--- src/rtl/burst_gather_pkg.sv ---
package burst_gather_pkg;
   function automatic bit is_pow2(input int unsigned n);
      return (n != 0) && ((n & (n - 1)) == 0);
   endfunction
endpackage

--- src/rtl/gather_count.sv ---
module gather_count #(
   parameter int LANES = 4,
   localparam int LB = $clog2(LANES)
) (
   input  logic          clk,
   input  logic          rst_n,
   input  logic          clear,
   input  logic          accept,
   output logic [LB-1:0] slot,
   output logic          group_done
);
   logic [LB-1:0] cnt_q;

   // a clear in this cycle makes the incoming word slot 0
   assign slot       = clear ? '0 : cnt_q;
   assign group_done = accept && (slot == LB'(LANES - 1));

   always_ff @(posedge clk) begin
      if (!rst_n) begin
         cnt_q <= '0;
      end else if (accept) begin
         cnt_q <= group_done ? '0 : slot + LB'(1);
      end else if (clear) begin
         cnt_q <= '0;
      end
   end
endmodule

--- src/rtl/gather_lanes.sv ---
module gather_lanes #(
   parameter int DATA_W = 18,
   parameter int LANES  = 4,
   localparam int LB = $clog2(LANES)
) (
   input  logic                          clk,
   input  logic                          rst_n,
   input  logic                          wr_en,
   input  logic [LB-1:0]                 wr_slot,
   input  logic [DATA_W-1:0]             wr_data,
   output logic [(LANES-1)*DATA_W-1:0]   held
);
   // the last lane is never stored: it is taken straight from the input
   for (genvar k = 0; k < LANES - 1; k++) begin : g_lane
      logic [DATA_W-1:0] word_q;
      always_ff @(posedge clk) begin
         if (!rst_n) begin
            word_q <= '0;
         end else if (wr_en && (wr_slot == LB'(k))) begin
            word_q <= wr_data;
         end
      end
      assign held[k*DATA_W +: DATA_W] = word_q;
   end
endmodule

--- src/rtl/burst_issue.sv ---
module burst_issue #(
   parameter int DATA_W           = 18,
   parameter int ADDR_W           = 16,
   parameter int LANES            = 4,
   parameter bit CLEAR_IDLE_LANES = 1'b1,
   localparam int LB = $clog2(LANES)
) (
   input  logic                        clk,
   input  logic                        rst_n,
   input  logic                        single_go,
   input  logic                        group_go,
   input  logic [ADDR_W-1:0]           pix_addr,
   input  logic [DATA_W-1:0]           pix_data,
   input  logic [ADDR_W-LB-1:0]        group_base,
   input  logic [(LANES-1)*DATA_W-1:0] held,
   output logic                        ram_we,
   output logic [ADDR_W-1:0]           ram_addr,
   output logic [LANES-1:0]            ram_lane_en,
   output logic [LANES*DATA_W-1:0]     ram_data
);
   logic [LB-1:0]           sel;
   logic [LANES*DATA_W-1:0] single_vec;
   logic [LANES*DATA_W-1:0] group_vec;

   assign sel = pix_addr[LB-1:0];

   for (genvar k = 0; k < LANES; k++) begin : g_mux
      if (CLEAR_IDLE_LANES) begin : g_zero
         assign single_vec[k*DATA_W +: DATA_W] = (sel == LB'(k)) ? pix_data : '0;
      end else begin : g_repl
         assign single_vec[k*DATA_W +: DATA_W] = pix_data;
      end
      if (k == LANES - 1) begin : g_live
         assign group_vec[k*DATA_W +: DATA_W] = pix_data;
      end else begin : g_held
         assign group_vec[k*DATA_W +: DATA_W] = held[k*DATA_W +: DATA_W];
      end
   end

   always_ff @(posedge clk) begin
      if (!rst_n) begin
         ram_we      <= 1'b0;
         ram_addr    <= '0;
         ram_lane_en <= '0;
         ram_data    <= '0;
      end else begin
         ram_we <= single_go || group_go;
         if (single_go) begin
            ram_addr    <= {pix_addr[ADDR_W-1:LB], {LB{1'b0}}};
            ram_lane_en <= LANES'(1) << sel;
            ram_data    <= single_vec;
         end else if (group_go) begin
            ram_addr    <= {group_base, {LB{1'b0}}};
            ram_lane_en <= '1;
            ram_data    <= group_vec;
         end
      end
   end
endmodule

--- src/rtl/burst_write_gather.sv ---
module burst_write_gather #(
   parameter int DATA_W           = 18,
   parameter int ADDR_W           = 16,
   parameter int LANES            = 4,
   parameter bit CLEAR_IDLE_LANES = 1'b1
) (
   input  logic                    clk,
   input  logic                    rst_n,
   input  logic                    fast_mode,
   input  logic                    addr_load,
   input  logic                    pix_valid,
   input  logic [DATA_W-1:0]       pix_data,
   input  logic [ADDR_W-1:0]       pix_addr,
   output logic                    ram_we,
   output logic [ADDR_W-1:0]       ram_addr,
   output logic [LANES-1:0]        ram_lane_en,
   output logic [LANES*DATA_W-1:0] ram_data
);
   import burst_gather_pkg::*;

   localparam int LB = $clog2(LANES);

   if (!is_pow2(LANES) || LANES < 2) begin : g_bad_lanes
      $error("LANES must be a power of two of at least 2");
   end
   if (ADDR_W <= LB) begin : g_bad_addr
      $error("ADDR_W must exceed the lane index width");
   end
   if (DATA_W < 1) begin : g_bad_data
      $error("DATA_W must be positive");
   end

   logic                        mode_q;
   logic                        clear;
   logic                        accept;
   logic [LB-1:0]               slot;
   logic                        group_done;
   logic [ADDR_W-LB-1:0]        base_q;
   logic [(LANES-1)*DATA_W-1:0] held;

   assign clear  = addr_load || (fast_mode != mode_q);
   assign accept = pix_valid && fast_mode;

   always_ff @(posedge clk) begin
      if (!rst_n) begin
         mode_q <= 1'b0;
         base_q <= '0;
      end else begin
         mode_q <= fast_mode;
         if (accept && (slot == '0)) begin
            base_q <= pix_addr[ADDR_W-1:LB];
         end
      end
   end

   gather_count #(.LANES(LANES)) count_i (
      .clk        (clk),
      .rst_n      (rst_n),
      .clear      (clear),
      .accept     (accept),
      .slot       (slot),
      .group_done (group_done)
   );

   gather_lanes #(.DATA_W(DATA_W), .LANES(LANES)) lanes_i (
      .clk     (clk),
      .rst_n   (rst_n),
      .wr_en   (accept),
      .wr_slot (slot),
      .wr_data (pix_data),
      .held    (held)
   );

   burst_issue #(
      .DATA_W           (DATA_W),
      .ADDR_W           (ADDR_W),
      .LANES            (LANES),
      .CLEAR_IDLE_LANES (CLEAR_IDLE_LANES)
   ) issue_i (
      .clk         (clk),
      .rst_n       (rst_n),
      .single_go   (pix_valid && !fast_mode),
      .group_go    (group_done),
      .pix_addr    (pix_addr),
      .pix_data    (pix_data),
      .group_base  (base_q),
      .held        (held),
      .ram_we      (ram_we),
      .ram_addr    (ram_addr),
      .ram_lane_en (ram_lane_en),
      .ram_data    (ram_data)
   );
endmodule

--- config.mk ---
export PLATFORM = sky130hd
export DESIGN_NAME = burst_write_gather
export DESIGN_NICKNAME = d
export VERILOG_FILES = /design/src/rtl/burst_gather_pkg.sv /design/src/rtl/gather_count.sv /design/src/rtl/gather_lanes.sv /design/src/rtl/burst_issue.sv /design/src/rtl/burst_write_gather.sv
export SDC_FILE = /design/constraint.sdc
export NUM_CORES = 1
export LEC_CHECK = 0
export BUFFER_PORTS_ARGS = -buffer_cell sky130_fd_sc_hd__buf_2
export CORE_MARGIN = 8
export CORE_UTILIZATION = 49
export DETAILED_ROUTE_END_ITERATION = 10
export GPL_TIMING_DRIVEN = 0
export PLACE_DENSITY = 0.79
export SLEW_MARGIN = 40
export SYNTH_ARGS = -nofsm -noshare
export SYNTH_HDL_FRONTEND = slang
export SYNTH_SLANG_ARGS = --single-unit
--- constraint.sdc ---
create_clock -name clk -period 5.7 [get_ports clk]
set_input_delay 0.285 -clock clk [delete_from_list [all_inputs] [get_ports clk]]
set_output_delay 0.285 -clock clk [all_outputs]
set_load 0.02 [all_outputs]
==> metrics.yaml <==
run_status: "finished, final reports clean"
ys_warn_count: 0
rr_worst_depth: 8
layout_commonest_cell: "nand2_1"
critPathRequiredTime_ps: 6050
cts_root_buf: "clkbuf_16"
critPathLaunchType: "flop"
synth-main-ff-cell: "dfxtp_1"
hold_viol_final: 0
dpl.hpwl_mm: 13.5
postPlaceCellArea_um2: 7290
syn_inst: 746
design.core.area_um2: 13000
post-route-min-period_ps: 2330
grt_pass1_vias: 5752
async_flop_share_pct: 0
num_io_pins: 132
drc: 0
cts_setup_buffers: 0
syn_area_um2: 6420
fmax_mhz: 430
p_leak_nw: 3.36
cts-resized-gates: 0
place_congestion: 0.861
crit_fanout: 10
clock_skew_ps: 8.34
endpoint: "lanes_i.g_lane[2].word_q[16]"
hold_path.class: "input pin to flop"
first_pass_iters: 5
wirelength_mm: 19.4
dieArea_um2: 17000
hold_path_startpoint: "pix_addr[8]"
numCtsBuffers: 17
yosysSeqAreaShare_pct: 50.5
finalInstanceArea_um2: 7900
ir_drop_mv: 0.199
cts_hold_buf: 0
routed_via_density: 5.63
fin_crit_sh_pct: 40.8
crit_start: "mode_q"
path_clk_slew_ps: 60
htreeDepth: 4
power_mw: 2.66
setup_tns_ps: 0
end_kind: "flop"
avgRoutedWirePerCell_um: 17.9
grt_overflow: 0
relSlewSlack_pct: 59.8
rr_endpoint: "lanes_i.g_lane[2].word_q[16]"
r2r-start: "mode_q"
vias: 6099
arrival_ps: 2680
cap_violations: 0
cts_tree: "yes"
reg2reg_slack_ps: 3370
dieWidth_um: 130
drt-initial-drc-count: 564
num_rows: 42
avgSynthCellArea_um2: 8.61
drv_slew: 0
setup_viol: 0
grt_pass1_wl_mm: 30.1
grt_antenna_before_repair: 0
finalNetCount: 936
final_cell_mix: "182 x nand2_1, 162 x dfxtp_1, 153 x buf_2, 62 x a21oi_1, 56 x nand3_1"
grt_max_degree: 17
cp_slowest_cell: "clkbuf_1"
final_layout_size_suffix_gt1_share_pct: 23.1
io_buffers: 129
synthDistinctLibCells: 38
synth_edf_count: 0
areaGrowthSynthToFinish_pct: 23.0
grtUsageTotal_pct: 23.0
initial_utilization_pct: 49.3
cts_sinks: 162
clockBufferDepth: 2
die_y_um: 130
p_per_area_nw_per_um2: 336
ant_nets: 0
yosys_register_bits: 162
worst_slew_pin_slew_ps: 603
slowest_delay_ps: 430
crit_chain: "xor2_1 > nor3b_1 > inv_1 > ha_1 > nand3_1 > clkbuf_1 > nand2_1 > a21oi_1"
clkLatencyLatePin_ps: 430
n_antenna_cell: 0
critPathKind: "flop to flop"
rsz0062_at_grt: "no"
cell families (layout without fill, tap and decap cells):
family / count (synthesis) / after routing / share of synthesized area [%]
simple gates: 305 / 305 / 20.3
compound gates: 184 / 184 / 19.1
flops: 162 / 162 / 50.5
buf+inv: 70 / 231 / 6.19
mux: 20 / 20 / 3.14
fa+ha+maj: 2 / 2 / 0.389
xor+xnor: 2 / 2 / 0.273
other cells: 1 / 2 / 0.0584
per-layer routing:
layer | vias up | part of all wire (%) | GRT usage (%)
li1 | 2885 | - | -
met1 | 2876 | 41 | 29.0
met2 | 302 | 46 | 37.5
met3 | 36 | 11 | 5.80
met4 | 0 | 2.4 | 8.10
met5 | - | 0 | 0
synth_stat cells, types with 2 or more instances:
library cell	instances	area share (%)
o31ai_1	18	2.1
o21a_1	5	0.58
a21boi_1	2	0.23
nor3b_4	2	0.58
a221oi_1	36	4.9
nand3_1	56	4.4
dfxtp_1	162	50
nand2_1	182	11
inv_1	3	0.18
ha_1	2	0.39
and2_1	2	0.19
a21boi_0	6	0.70
buf_4	8	0.93
a311oi_1	13	1.8
nor2_1	55	3.2
buf_6	10	1.8
mux2i_1	19	3.0
buf_1	4	0.23
o21ai_0	37	2.9
and3_1	2	0.19
a21oi_1	62	4.8
xor2_1	2	0.27
clkbuf_1	20	1.2
buf_2	24	1.9
critical path, delay by kind of cell, from the launching register on:
kind                     cells  cell delay (ps)
AND/OR/NAND/NOR              3              810
buffers and inverters        2              510
flip-flops                   1              360
adder cells (fa/ha/maj)      1              200
XOR/XNOR                     1              190
AO/OA/AOI/OAI                1              190
where the power goes:
group	internal (mW)	leakage (nW)	switching, mW
clock	0.722	0.293	0.452
sequential	1.18	1.32	0.0228
combinational	0.0912	1.75	0.192
total	1.99	3.36	0.667
through the flow:
| step | util (%) | worst slack (ps) | hold slack (ps) | instances |
|---|---|---|---|---|
| 3_5_place_dp | 56.0 | 3440 | 445 | 1052 |
| 3_3_place_gp | 56.0 | 3470 | 439 | 1052 |
| 4_1_cts | 60.6 | 3390 | 100 | 1084 |
| 6_report | 60.6 | 3370 | 112 | 1084 |
| 2_1_floorplan | - | 3830 | 408 | 747 |
| 5_1_grt | 60.6 | 3220 | 113 | 1084 |
worst min-delay path by stage:
stage | slack (ps) | depth (start not counted) | end
after global routing | 110 | 3 | base_q[10]
after floorplan | 410 | 2 | issue_i.ram_data[54]
final | 110 | 3 | base_q[6]
after CTS | 100 | 3 | base_q[4]
after global placement | 440 | 2 | issue_i.ram_data[71]
after detailed placement | 440 | 2 | issue_i.ram_data[62]
area by class of cell:
cell class	instances	area (um2)
Sequential cell	162	3240
Fill cell	1197	5130
Timing Repair Buffer	129	646
Tap cell	176	220
Buffer	66	383
Clock buffer	23	478
Multi-Input combinational cell	515	2790
Inverter	4	15.0
Clock inverter	9	129
flip-flops by register name, summed over array words and instances (netlist names):
signal,flops
base_q,14
count_i.cnt_q,2
issue_i.ram_addr,14
issue_i.ram_data,72
issue_i.ram_lane_en,4
issue_i.ram_we,1
lanes_i.g_lane.word_q,54
mode_q,1
Power figures use the tool's default switching activity.
